**config.mk**
```make
export PLATFORM = sky130hd
export DESIGN_NAME = io_byte_mailbox
export DESIGN_NICKNAME = d
export VERILOG_FILES = /design/src/rtl/mbox_pkg.sv /design/src/rtl/mbox_slot.sv /design/src/rtl/mbox_link.sv /design/src/rtl/mbox_access.sv /design/src/rtl/io_byte_mailbox.sv
export SDC_FILE = /design/constraint.sdc
export NUM_CORES = 1
export LEC_CHECK = 0
export ABC_AREA = 1
export BUFFER_PORTS_ARGS = -buffer_cell sky130_fd_sc_hd__buf_4
export CORE_MARGIN = 2
export CORE_UTILIZATION = 43
export CTS_CLUSTER_DIAMETER = 50
export CTS_CLUSTER_SIZE = 25
export DETAILED_ROUTE_END_ITERATION = 6
export PLACE_DENSITY = 0.74
export RECOVER_POWER = 100
export SYNTH_ARGS = -nofsm -noshare
export SYNTH_HDL_FRONTEND = slang
export SYNTH_SLANG_ARGS = --single-unit
```
**constraint.sdc**
```tcl
create_clock -name clk -period 2.9 [get_ports clk]
set_clock_uncertainty 0.15 [all_clocks]
set_input_delay 0.58 -clock clk [delete_from_list [all_inputs] [get_ports clk]]
set_output_delay 0.58 -clock clk [all_outputs]
set_load 0.005 [all_outputs]
```
**src/rtl/mbox_pkg.sv**
```systemverilog
package mbox_pkg;
  typedef enum logic [1:0] {
    ACC_IDLE  = 2'd0,
    ACC_READ  = 2'd1,
    ACC_WRITE = 2'd2
  } acc_kind_e;

  localparam int unsigned CH_IN  = 0;
  localparam int unsigned CH_OUT = 1;
  localparam int unsigned CH_NUM = 2;
endpackage

```
**src/rtl/mbox_slot.sv**
```systemverilog
module mbox_slot #(
  parameter int unsigned DW = 8
) (
  input  logic          clk,
  input  logic          rst,
  input  logic          push_vld,
  input  logic [DW-1:0] push_data,
  input  logic          pop,
  output logic          full,
  output logic          empty,
  output logic [DW-1:0] data
);
  always_ff @(posedge clk) begin
    if (rst) begin
      full  <= 1'b0;
      empty <= 1'b1;
      data  <= '0;
    end else if (push_vld && empty) begin
      data  <= push_data;
      full  <= 1'b1;
      empty <= 1'b0;
    end else if (pop && full) begin
      full  <= 1'b0;
      empty <= 1'b1;
    end
  end
endmodule

```
**src/rtl/mbox_link.sv**
```systemverilog
module mbox_link (
  input  logic clk,
  input  logic rst,
  input  logic connect_req,
  input  logic drop_req,
  input  logic peer_alive,
  input  logic access_fail,
  output logic link_up,
  output logic local_alive,
  output logic alive_ok
);
  always_ff @(posedge clk) begin
    if (rst) begin
      link_up     <= 1'b0;
      local_alive <= 1'b0;
    end else if (drop_req) begin
      link_up     <= 1'b0;
      local_alive <= 1'b0;
    end else if (access_fail) begin
      link_up <= 1'b0;
    end else if (connect_req && peer_alive) begin
      link_up     <= 1'b1;
      local_alive <= 1'b1;
    end
  end

  assign alive_ok = peer_alive & local_alive;
endmodule

```
**src/rtl/mbox_access.sv**
```systemverilog
module mbox_access
  import mbox_pkg::*;
#(
  parameter int unsigned     AW       = 16,
  parameter int unsigned     DW       = 8,
  parameter logic [AW-1:0]   SEL_ADDR = 16'h00EF,
  parameter logic [AW-1:0]   SEL_MASK = 16'h00FF
) (
  input  logic          clk,
  input  logic          rst,
  input  logic [AW-1:0] addr,
  input  logic          rd,
  input  logic          wr,
  input  logic          link_up,
  input  logic          alive_ok,
  input  logic          in_full,
  input  logic [DW-1:0] in_data,
  input  logic          out_empty,
  output logic          in_pop,
  output logic          out_push,
  output logic          access_fail,
  output logic          wait_n,
  output logic [DW-1:0] rdata,
  output logic          rdata_vld
);
  acc_kind_e kind;
  logic      hit, active, usable, chan_rdy, complete;
  logic      done_q;

  assign hit = ((addr & SEL_MASK) == (SEL_ADDR & SEL_MASK));

  always_comb begin
    kind = ACC_IDLE;
    if (hit && rd)      kind = ACC_READ;
    else if (hit && wr) kind = ACC_WRITE;
  end

  assign active      = (kind != ACC_IDLE) && !done_q;
  assign usable      = link_up && alive_ok;
  assign chan_rdy    = (kind == ACC_READ) ? in_full : out_empty;
  assign complete    = active && (!usable || chan_rdy);
  assign in_pop      = active && usable && (kind == ACC_READ) && in_full;
  assign out_push    = active && usable && (kind == ACC_WRITE) && out_empty;
  assign access_fail = active && link_up && !alive_ok;

  always_ff @(posedge clk) begin
    if (rst) begin
      done_q    <= 1'b0;
      wait_n    <= 1'b1;
      rdata     <= '0;
      rdata_vld <= 1'b0;
    end else begin
      wait_n <= !(active && usable && !chan_rdy);
      if (kind == ACC_IDLE) begin
        done_q    <= 1'b0;
        rdata     <= '0;
        rdata_vld <= 1'b0;
      end else if (complete) begin
        done_q <= 1'b1;
        if (kind == ACC_READ) begin
          rdata     <= usable ? in_data : '0;
          rdata_vld <= usable;
        end
      end
    end
  end
endmodule

```
**src/rtl/io_byte_mailbox.sv**
```systemverilog
module io_byte_mailbox
  import mbox_pkg::*;
#(
  parameter int unsigned   AW       = 16,
  parameter int unsigned   DW       = 8,
  parameter logic [AW-1:0] SEL_ADDR = 16'h00EF,
  parameter logic [AW-1:0] SEL_MASK = 16'h00FF
) (
  input  logic          clk,
  input  logic          rst,
  input  logic [AW-1:0] cpu_addr,
  input  logic          cpu_rd,
  input  logic          cpu_wr,
  input  logic [DW-1:0] cpu_wdata,
  output logic [DW-1:0] cpu_rdata,
  output logic          cpu_rdata_vld,
  output logic          cpu_wait_n,
  input  logic          link_connect,
  input  logic          link_drop,
  input  logic          ctl_alive,
  output logic          link_up,
  output logic          cpu_alive,
  input  logic          ctl_in_valid,
  input  logic [DW-1:0] ctl_in_data,
  output logic          ctl_in_ready,
  output logic          ctl_out_valid,
  output logic [DW-1:0] ctl_out_data,
  input  logic          ctl_out_ready
);
  logic          s_push [CH_NUM];
  logic [DW-1:0] s_wdat [CH_NUM];
  logic          s_pop  [CH_NUM];
  logic          s_full [CH_NUM];
  logic          s_empty[CH_NUM];
  logic [DW-1:0] s_data [CH_NUM];

  logic in_pop, out_push, access_fail, alive_ok;

  assign s_push[CH_IN]  = ctl_in_valid;
  assign s_wdat[CH_IN]  = ctl_in_data;
  assign s_pop[CH_IN]   = in_pop;
  assign s_push[CH_OUT] = out_push;
  assign s_wdat[CH_OUT] = cpu_wdata;
  assign s_pop[CH_OUT]  = ctl_out_ready;

  for (genvar g = 0; g < CH_NUM; g++) begin : g_slot
    mbox_slot #(.DW(DW)) i_slot (
      .clk      (clk),
      .rst      (rst),
      .push_vld (s_push[g]),
      .push_data(s_wdat[g]),
      .pop      (s_pop[g]),
      .full     (s_full[g]),
      .empty    (s_empty[g]),
      .data     (s_data[g])
    );
  end

  assign ctl_in_ready  = s_empty[CH_IN];
  assign ctl_out_valid = s_full[CH_OUT];
  assign ctl_out_data  = s_data[CH_OUT];

  mbox_link i_link (
    .clk        (clk),
    .rst        (rst),
    .connect_req(link_connect),
    .drop_req   (link_drop),
    .peer_alive (ctl_alive),
    .access_fail(access_fail),
    .link_up    (link_up),
    .local_alive(cpu_alive),
    .alive_ok   (alive_ok)
  );

  mbox_access #(
    .AW(AW), .DW(DW), .SEL_ADDR(SEL_ADDR), .SEL_MASK(SEL_MASK)
  ) i_access (
    .clk        (clk),
    .rst        (rst),
    .addr       (cpu_addr),
    .rd         (cpu_rd),
    .wr         (cpu_wr),
    .link_up    (link_up),
    .alive_ok   (alive_ok),
    .in_full    (s_full[CH_IN]),
    .in_data    (s_data[CH_IN]),
    .out_empty  (s_empty[CH_OUT]),
    .in_pop     (in_pop),
    .out_push   (out_push),
    .access_fail(access_fail),
    .wait_n     (cpu_wait_n),
    .rdata      (cpu_rdata),
    .rdata_vld  (cpu_rdata_vld)
  );
endmodule

```
Yosys cells after proc, flatten, opt, wreduce, memory -nomap -nowiden
Cells that the tools add are included.
{"block": "totals", "in_bits": 41, "out_inout_bits": 22, "ff_bits": 33, "word_cells": 62}
{"block": "classes", "n_reduce_logical": 33, "n_eq_ne": 3, "bitwise_logic": 2, "n_mux": 12}
{"operator": "$logic_and A1 B1 Y1", "n": 18}
{"operator": "$mux W1", "n": 9}
{"operator": "$eq A8 B8 Y1 const B", "n": 1}
{"operator": "$mux W8", "n": 1}
{"operator": "$reduce_bool A2 Y1", "n": 3}
{"operator": "$logic_not A1 Y1", "n": 5}
{"operator": "$mux W2", "n": 2}
{"operator": "$reduce_and A2 Y1", "n": 2}
{"operator": "$reduce_or A2 Y1", "n": 2}
{"operator": "$reduce_or A3 Y1", "n": 1}
{"operator": "$eq A2 B1 Y1 const B", "n": 1}
{"operator": "$eq A2 B2 Y1 const B", "n": 1}
{"operator": "$logic_not A2 Y1", "n": 1}
{"operator": "$and A1 B1 Y1", "n": 1}
{"operator": "$logic_or A1 B1 Y1", "n": 1}
{"operator": "$not A1 Y1", "n": 1}

Depth between registers and ports, before layout
Gate-level depths: netlist of the first run.
{"block": "logic_depth", "word_depth": 12, "ltp_mapped": 10}

By module
Synthesis of the first run repeated with hierarchy kept, for this count alone.
{"block": "unflattened", "hier_cells": 237, "hier_area_um2": 1599.0}
{"mod": "mbox_slot", "seq_area_each_um2": 200.2, "cells_per_inst": 61, "n_inst": 2, "area_per_inst_um2": 411.6}
{"mod": "mbox_access", "seq_area_each_um2": 220.2, "cells_per_inst": 101, "n_inst": 1, "area_per_inst_um2": 681.9}
{"mod": "mbox_link", "seq_area_each_um2": 40.0, "cells_per_inst": 14, "n_inst": 1, "area_per_inst_um2": 93.8}

Least setup slack after synthesis of the first run
No wires, ideal clock.
{"block": "synth_timing", "path_type": "in2reg", "start": "in cpu_addr[1]", "end": "reg g_slot[1].i_slot.data[0]", "setup_ns": 0.113, "path_slack_ns": 1.183, "path_buffers": 1, "t_arrival_ns": 1.454, "stages": 8, "path_cell_list": "nand2_1 nor2_4 o211ai_2 nor2_4 nand3_4 buf_6 nor2_1 nor2_1"}
{"block": "synth_between", "elab_chain_len": 10, "elab_cells_between_ends": 12, "classes_between": "2 x eq/ne; 2 x mux; 8 x reduce/logical"}
{"element": "start: declaration", "line_no": "io_byte_mailbox.sv:11", "source": "input logic [AW-1:0] cpu_addr,"}
{"element": "$eq A8 B8 Y1 (*)", "line_no": "mbox_access.sv:30", "source": "assign hit = ((addr & SEL_MASK) == (SEL_ADDR & SEL_MASK));"}
{"element": "$logic_and A1 B1 Y1", "line_no": "mbox_access.sv:35", "source": "else if (hit && wr) kind = ACC_WRITE;"}
{"element": "$mux W2", "line_no": "mbox_access.sv:35"}
{"element": "$mux W2 (*)", "line_no": "mbox_access.sv:34", "source": "if (hit && rd) kind = ACC_READ;"}
{"element": "$reduce_bool A2 Y1", "line_no": "mbox_access.sv:38", "source": "assign active = (kind != ACC_IDLE) && !done_q;"}
{"element": "$logic_and A1 B1 Y1", "line_no": "mbox_access.sv:38"}
{"element": "$logic_and A1 B1 Y1", "line_no": "mbox_access.sv:43", "source": "assign out_push = active && usable && (kind == ACC_WRITE) && out_empty;"}
{"element": "$logic_and A1 B1 Y1 (*) (2 in a row)", "line_no": "mbox_access.sv:43"}
{"element": "$logic_and A1 B1 Y1 (*)", "line_no": "mbox_slot.sv:18", "source": "end else if (push_vld && empty) begin"}
{"element": "end signal: assignment", "line_no": "mbox_slot.sv:19", "source": "data <= push_data;"}
{"element": "end: declaration", "line_no": "mbox_slot.sv:11", "source": "output logic [DW-1:0] data"}
Mark *: on every way between the ends. The rest lies on a longest branch, timed or not.
A chain may end at the register's enable or synchronous reset.

Final worst setup path of the first run
{"block": "layout_timing", "start": "in cpu_addr[4]", "end": "reg g_slot[0].i_slot.full"}
{"block": "layout_between", "elab_chain_len": 11, "elab_cells_between_ends": 13, "classes_between": "2 x eq/ne; 2 x mux; 9 x reduce/logical"}
{"element": "$eq A8 B8 Y1 (*)", "line_no": "mbox_access.sv:30"}
{"element": "$logic_and A1 B1 Y1", "line_no": "mbox_access.sv:35"}
{"element": "$mux W2", "line_no": "mbox_access.sv:35"}
{"element": "$mux W2 (*)", "line_no": "mbox_access.sv:34"}
{"element": "$reduce_bool A2 Y1", "line_no": "mbox_access.sv:38"}
{"element": "$logic_and A1 B1 Y1", "line_no": "mbox_access.sv:38"}
{"element": "$logic_and A1 B1 Y1", "line_no": "mbox_access.sv:42", "source": "assign in_pop = active && usable && (kind == ACC_READ) && in_full;"}
{"element": "$logic_and A1 B1 Y1 (*) (2 in a row)", "line_no": "mbox_access.sv:42"}
{"element": "$logic_and A1 B1 Y1 (*)", "line_no": "mbox_slot.sv:22", "source": "end else if (pop && full) begin"}
{"element": "$reduce_bool A2 Y1 (no line) (*)"}
{"element": "end signal: assignment", "line_no": "mbox_slot.sv:15", "source": "full <= 1'b0;"}
{"element": "end signal: assignment", "line_no": "mbox_slot.sv:20", "source": "full <= 1'b1;"}
{"element": "end signal: assignment", "line_no": "mbox_slot.sv:23", "source": "full <= 1'b0;"}
{"element": "end: declaration", "line_no": "mbox_slot.sv:9", "source": "output logic full,"}
Marks and branches as above.

==> impl_results.md, run 1 <==
* Area contributors post-synth: dfxtp_1 (48%), nand2_1 (11%), nor2_1 (9.0%)
* Crit path kind: in2reg
* Routed WL at 2.85 mm
* Num rows at 20
* Final Cycle Share at 0.709
* Congestion Overflow GR at 0
* Total CTS buffers at 5
* Final net count at 278
* # Post-CTS Setup Buffers at 0
* Area share of the largest cell type after synthesis at 0.479
* CTS resizes at 0
* Cell Count, Final, Fillers Out at 282
* Register area share after synthesis at 0.479
* CP max stage cell: nor2_1
* Setup TNS at 0 ns
* TritonCTS Sinks at 33
* Fin crit period at 2.06 ns
* Worst setup path startpoint: cpu_addr[4]
* Antenna-violating nets left at 0
* Final Max Tran Viols at 0
* Final worst slack at 0.845 ns
* CTS max path bufs at 2
* Io pins at 63
* Total number of vias at 1272
* Mapped Cells at 180
* Tot GR Track Use at 0.168
* Outcome: completed
* Syn Area/Cell at 7.67 um2
* Initial antenna violation count at 0
* FILL cells at 311
* Setup Viol. Count Final at 0
* Final hold violations at 0
* Fmax at 487 MHz
* DIE HEIGHT at 60.7 um
* Htree depth at 2
* Cell Pwr Density at 452 mW/mm2
* Worst skew pair latency at 0.32 ns
* Reg clk slew, reported paths at 0.10 ns
* Drt pass-1 iters at 4
* Synthesis-to-layout area growth at 33.4%
* Worst hold path type: in2reg
* Synth area leader: dfxtp_1
* Worst R2R Path Depth at 5
* Worst r2r src: i_link.link_up
* Highest cell delay on the worst timing path at 0.51 ns
* RSZ-0062 raised after global routing: false
* LEAKAGE at 0.863 nW
* Syn nets at 221
* HPWL Detailed at 2.14 mm
* DIE AREA at 0.00368 mm2
* Max-Cap Viols at 0
* R2r setup slk at 1.36 ns
* CORE AREA at 0.00305 mm2
* Hold path start: rst
* Vias per cell at 4.51
* Largest net degree at the start of global routing at 19
* Pre-CTS WS at 0.919 ns
* Cell family with most CP delay: simple AND/OR/NAND/NOR gates
* Slew @ Worst Pin at 0.578 ns
* Worst Hold End: g_slot[1].i_slot.full
* Critical Path Fanout Max at 10
* Final hold slack at 0.297 ns
* Hold depth at 2
* Final Util at 0.603
* Initial core utilization at 0.452
* Share of cells above drive strength 1 at 0.298
* Max-slew headroom at 0.613
* WL per Instance at 10.1 um
* Critical Path Start Type: input pin
* Buf/Inv on CP at 2
* First-pass GRT wire length at 4.62 mm
* Placed cells at 274
* Number of diodes at 0
* Synth Register Bits at 33
* Initial DRC Count at 23
* Hold_buf cts at 0
* Port Buffers at 54
* Root Driver: clkbuf_4
* VDD IR max at 0.356 mV
* Drt drc at 0
* Worst R2R End: i_access.wait_n
* CTS tree: built
* GPL Wtd Cong at 0.672
* Synth warn at 0
* Crit path capture type: flip-flop
* Worst Path Required at 2.96 ns
* Crit-path cells: clkbuf_4 > inv_1 > nand2_1 > nor2_1 > nand3_1 > nor2_1 > nand3_1 > nand2_1 > a21oi_1
* CP arrival at 2.12 ns
* Number of global-route vias before repair at 1087
* Die span in x at 60.7 um
* Mapped Area at 0.00138 mm2
* Synth cell types at 23
## worst max-delay path by stage
stage               slack (ns)                  endpoint  cells past startpoint
global placement          0.99  g_slot[1].i_slot.data[2]                      9
CTS                       1.26  g_slot[1].i_slot.data[5]                     10
global route              0.63         i_access.rdata[4]                      9
detailed placement        0.92  g_slot[1].i_slot.data[6]                     10
finish                    0.84     g_slot[0].i_slot.full                      9
floorplan                 1.18  g_slot[1].i_slot.data[0]                      8
## cell type report
cell class	instances	area [um2]	area share
clock inverters	1	5.00	0.00272
flip-flops and latches	33	661	0.359
well taps	44	55.1	0.0299
inverters	19	71.3	0.0387
repair buffers	54	402	0.218
multi-input cells	124	582	0.316
clock buffers	7	65.1	0.0354
## where the power goes
group / switching (mW) / total, mW / internal [mW]
combinational: 0.0308 / 0.0709 / 0.0401
clock: 0.148 / 0.288 / 0.140
sequential: 0.00749 / 0.473 / 0.466
total: 0.186 / 0.832 / 0.646
## state kept, by name (all words and copies together) (netlist names)
name	flops
i_access.rdata	8
g_slot.i_slot.empty	2
i_link.link_up	1
i_link.local_alive	1
g_slot.i_slot.data	16
i_access.done_q	1
i_access.rdata_vld	1
g_slot.i_slot.full	2
i_access.wait_n	1
## cells in the mapped netlist, drive strengths merged
master and number:
inv 19, buf 2, nand3 7, nor3b 1, nand3b 1, dfxtp 33
o211ai 1, nand4 8, o21ai 10, a21boi 1, nor2 41, nand2 42
clkbuf 2, a21oi 12
## worst register-to-register path: cells and delay by family (launching register included)
family / cells / cell delay [ns]
AO/OA/AOI/OAI: 1 / 0.16
buffers and inverters: 1 / 0.26
AND/OR/NAND/NOR: 3 / 0.44
flip-flops: 1 / 0.41
## per-layer routing
metal  GRT usage  vias to the layer above  wire [um]
met3      0.0512                        2        186
met5           0                        -          0
met2       0.280                       38       1350
met4      0.0652                        0         27
met1       0.204                      545       1290
li1            -                      687          -
## placed cells by master (no fill, tap or decap), drive strengths merged
cell,instances
buf,31
clkinv,1
nor3b,1
clkbuf,30
nand4,8
o21ai,10
o211ai,1
nand3,7
nand2,42
dfxtp,33
nand3b,1
nor2,41
a21oi,12
inv,19
a21boi,1
## logic make-up (layout without fill, tap and decap cells)
group	Yosys count	count (layout)	synth area share
AND/OR/NAND/NOR	100	100	0.351
flip-flops	33	33	0.479
AO/OA/AOI/OAI	24	24	0.0997
buffers and inverters	23	81	0.0707
## through the flow
stage / area (um2) / power [mW]
floorplan: 1380 / 0.512
CTS: 1880 / 0.841
detailed placement: 1810 / 0.557
global route: 1840 / 0.868
global placement: 1810 / 0.556
finish: 1840 / 0.832
No activity file was read; power rests on OpenSTA's default activity.
==> inputs of run 2 (changes only) <==
==> constraint.sdc (replaced) <==
create_clock -name clk -period 2.1 [get_ports clk]
set_clock_uncertainty 0.15 [all_clocks]
set_input_delay 0.42 -clock clk [delete_from_list [all_inputs] [get_ports clk]]
set_output_delay 0.42 -clock clk [all_outputs]
set_load 0.005 [all_outputs]
==> run 2 against run 1 <==
Global-route usage increased by 0.37 points; worst setup slack got worse by 0.39 ns; hold slack got worse by 0.16 ns; register-to-register slack got worse by 0.91 ns; largest cell class unchanged.
==> impl_results.md, run 2 (same netlist as run 1, synthesis figures left out) <==
* Outcome: completed (unchanged)
* Cell family with most CP delay: simple AND/OR/NAND/NOR gates (unchanged)
* Total number of vias at 1259 (was 1272)
* RSZ-0062 raised after global routing: false (unchanged)
* Number of diodes at 0 (unchanged)
* Area occupied by multi-input gates at 603 um2 (was 582 um2)
* Pre-CTS WS at 0.309 ns (was 0.919 ns)
* GPL Wtd Cong at 0.671 (was 0.672)
* Slew @ Worst Pin at 0.465 ns (was 0.578 ns)
* Max reg flops at 16 (unchanged)
* Congestion Overflow GR at 0 (unchanged)
* Num rows at 20 (unchanged)
* Number of global-route vias before repair at 1124 (was 1087)
* Most frequent cells in the layout: nand2_1 (42), nor2_1 (34), dfxtp_1 (33) (was nand2_1 (41), nor2_1 (36), dfxtp_1 (33))
* Worst Hold End: g_slot[1].i_slot.full (unchanged)
* Initial DRC Count at 32 (was 23)
* Max-slew headroom at 0.690 (was 0.613)
* CP max stage cell: dfxtp_1 (was nor2_1)
* Die span in x at 60.7 um (unchanged)
* Setup TNS at 0 ns (unchanged)
* Most used cell, CP: nand2_1
* Placed cells at 274 (unchanged)
* Final worst slack at 0.454 ns (was 0.845 ns)
* Cell Area, Placed at 0.00181 mm2 (unchanged)
* Setup Viol. Count Final at 0 (unchanged)
* Biggest register: g_slot.i_slot.data (unchanged)
* Cell Count, Final, Fillers Out at 282 (unchanged)
* Reg clk slew, reported paths at 0.10 ns (about the same)
* Final Cycle Share at 0.784
* CORE AREA at 0.00305 mm2 (unchanged)
* Fin area at 0.00188 mm2 (was 0.00184 mm2)
* Hold_buf cts at 0 (unchanged)
* DIE HEIGHT at 60.7 um (unchanged)
* Hold depth at 2 (unchanged)
* Worst hold path type: in2reg (unchanged)
* Drt drc at 0 (unchanged)
* Critical Path Start Type: flip-flop (was input pin)
* Tot GR Track Use at 0.172 (was 0.168)
* Final net count at 278 (unchanged)
* Drt pass-1 iters at 4 (unchanged)
* Largest net degree at the start of global routing at 19 (unchanged)
* VDD IR max at 0.503 mV (was 0.356 mV)
* Routed WL at 2.74 mm (was 2.85 mm)
* Root Driver: clkbuf_4 (unchanged)
* Final Max Tran Viols at 0 (unchanged)
* Largest regs: g_slot.i_slot.data: 16 flops, i_access.rdata: 8 flops (unchanged)
* DIE AREA at 0.00368 mm2 (unchanged)
* R2r setup slk at 0.45 ns (was 1.36 ns)
* Worst r2r src: i_link.link_up (unchanged)
* Fin crit period at 1.65 ns
* Crit path kind: reg2reg (was in2reg)
* CTS max path bufs at 2 (unchanged)
* Highest cell delay on the worst timing path at 0.40 ns (was 0.51 ns)
* Worst Path Required at 2.21 ns (was 2.96 ns)
* Port Buffers at 54 (unchanged)
* LEAKAGE at 0.869 nW (was 0.863 nW)
* TritonCTS Sinks at 33 (unchanged)
* Crit path capture type: flip-flop (unchanged)
* Io pins at 63 (unchanged)
* Synthesis-to-layout area growth at 36.3% (was 33.4%)
* Fmax at 608 MHz
* HPWL Detailed at 2.06 mm (was 2.14 mm)
* Share of cells above drive strength 1 at 0.303 (was 0.298)
* Worst R2R Path Depth at 6 (was 5)
* Worst R2R End: i_access.rdata[5] (was i_access.wait_n)
* Hold path start: rst (unchanged)
* Htree depth at 2 (unchanged)
* Critical Path Fanout Max at 11 (was 10)
* Buf/Inv on CP at 1 (was 2)
* Initial antenna violation count at 0 (unchanged)
* Max-Cap Viols at 0 (unchanged)
* FILL cells at 305 (was 311)
* Initial core utilization at 0.452 (unchanged)
* WL per Instance at 9.72 um (was 10.1 um)
* Crit-path cells: nand3_1 > inv_1 > o21ai_0 > nand2_1 > nand2_1 > a21oi_1 (was clkbuf_4 > inv_1 > nand2_1 > nor2_1 > nand3_1 > nor2_1 > nand3_1 > nand2_1 > a21oi_1)
* Vias per cell at 4.46 (was 4.51)
* Power Total at 1.24 mW (was 0.832 mW)
* Final hold violations at 0 (unchanged)
* CP arrival at 1.76 ns (was 2.12 ns)
* Final Util at 0.616 (was 0.603)
* Total CTS buffers at 5 (unchanged)
* Worst skew pair latency at 0.33 ns (was 0.32 ns)
* # Post-CTS Setup Buffers at 0 (unchanged)
* Final hold slack at 0.132 ns (was 0.297 ns)
* First-pass GRT wire length at 4.69 mm (was 4.62 mm)
* Sequential cell area at 661 um2 (unchanged)
* CTS tree: built (unchanged)
* Cell Pwr Density at 661 mW/mm2 (was 452 mW/mm2)
* Antenna-violating nets left at 0 (unchanged)
* CTS resizes at 0 (unchanged)
* Most common cell after layout, fill and taps aside: nand2_1 (unchanged)
run 2: how the worst max path moves through the flow:
| stage | startpoint | end | depth (start not counted) |
|---|---|---|---|
| finish | i_link.link_up | i_access.rdata[5] | 6 |
| global route | i_link.link_up | i_access.rdata[5] | 6 |
| CTS | i_link.link_up | i_access.wait_n | 5 |
| detailed placement | cpu_addr[4] | g_slot[1].i_slot.data[5] | 10 |
| global placement | cpu_addr[4] | g_slot[1].i_slot.data[2] | 9 |
| floorplan | cpu_addr[1] | g_slot[1].i_slot.data[0] | 8 |
run 2: per-layer routing:
layer / global-route usage / vias up / wire length (um)
met1: 0.197 / 531 / 1250
li1: - / 689 / -
met2: 0.290 / 34 / 1270
met4: 0.0745 / 0 / 54
met5: 0 / - / 0
met3: 0.0597 / 5 / 173
run 2: final cells by class:
class / instances / share of cell area
Clock buffer: 7 / 0.0293
Clock inverter: 1 / 0.0160
Inverter: 19 / 0.0379
Multi-Input combinational cell: 124 / 0.321
Sequential cell: 33 / 0.351
Tap cell: 44 / 0.0293
Timing Repair Buffer: 54 / 0.216
run 2: report_power, final:
| group | switching [mW] | internal [mW] | total, mW | leakage, nW |
|---|---|---|---|---|
| sequential | 0.0103 | 0.643 | 0.653 | 0.269 |
| clock | 0.206 | 0.284 | 0.490 | 0.0455 |
| combinational | 0.0439 | 0.0558 | 0.0997 | 0.555 |
| total | 0.260 | 0.983 | 1.24 | 0.869 |
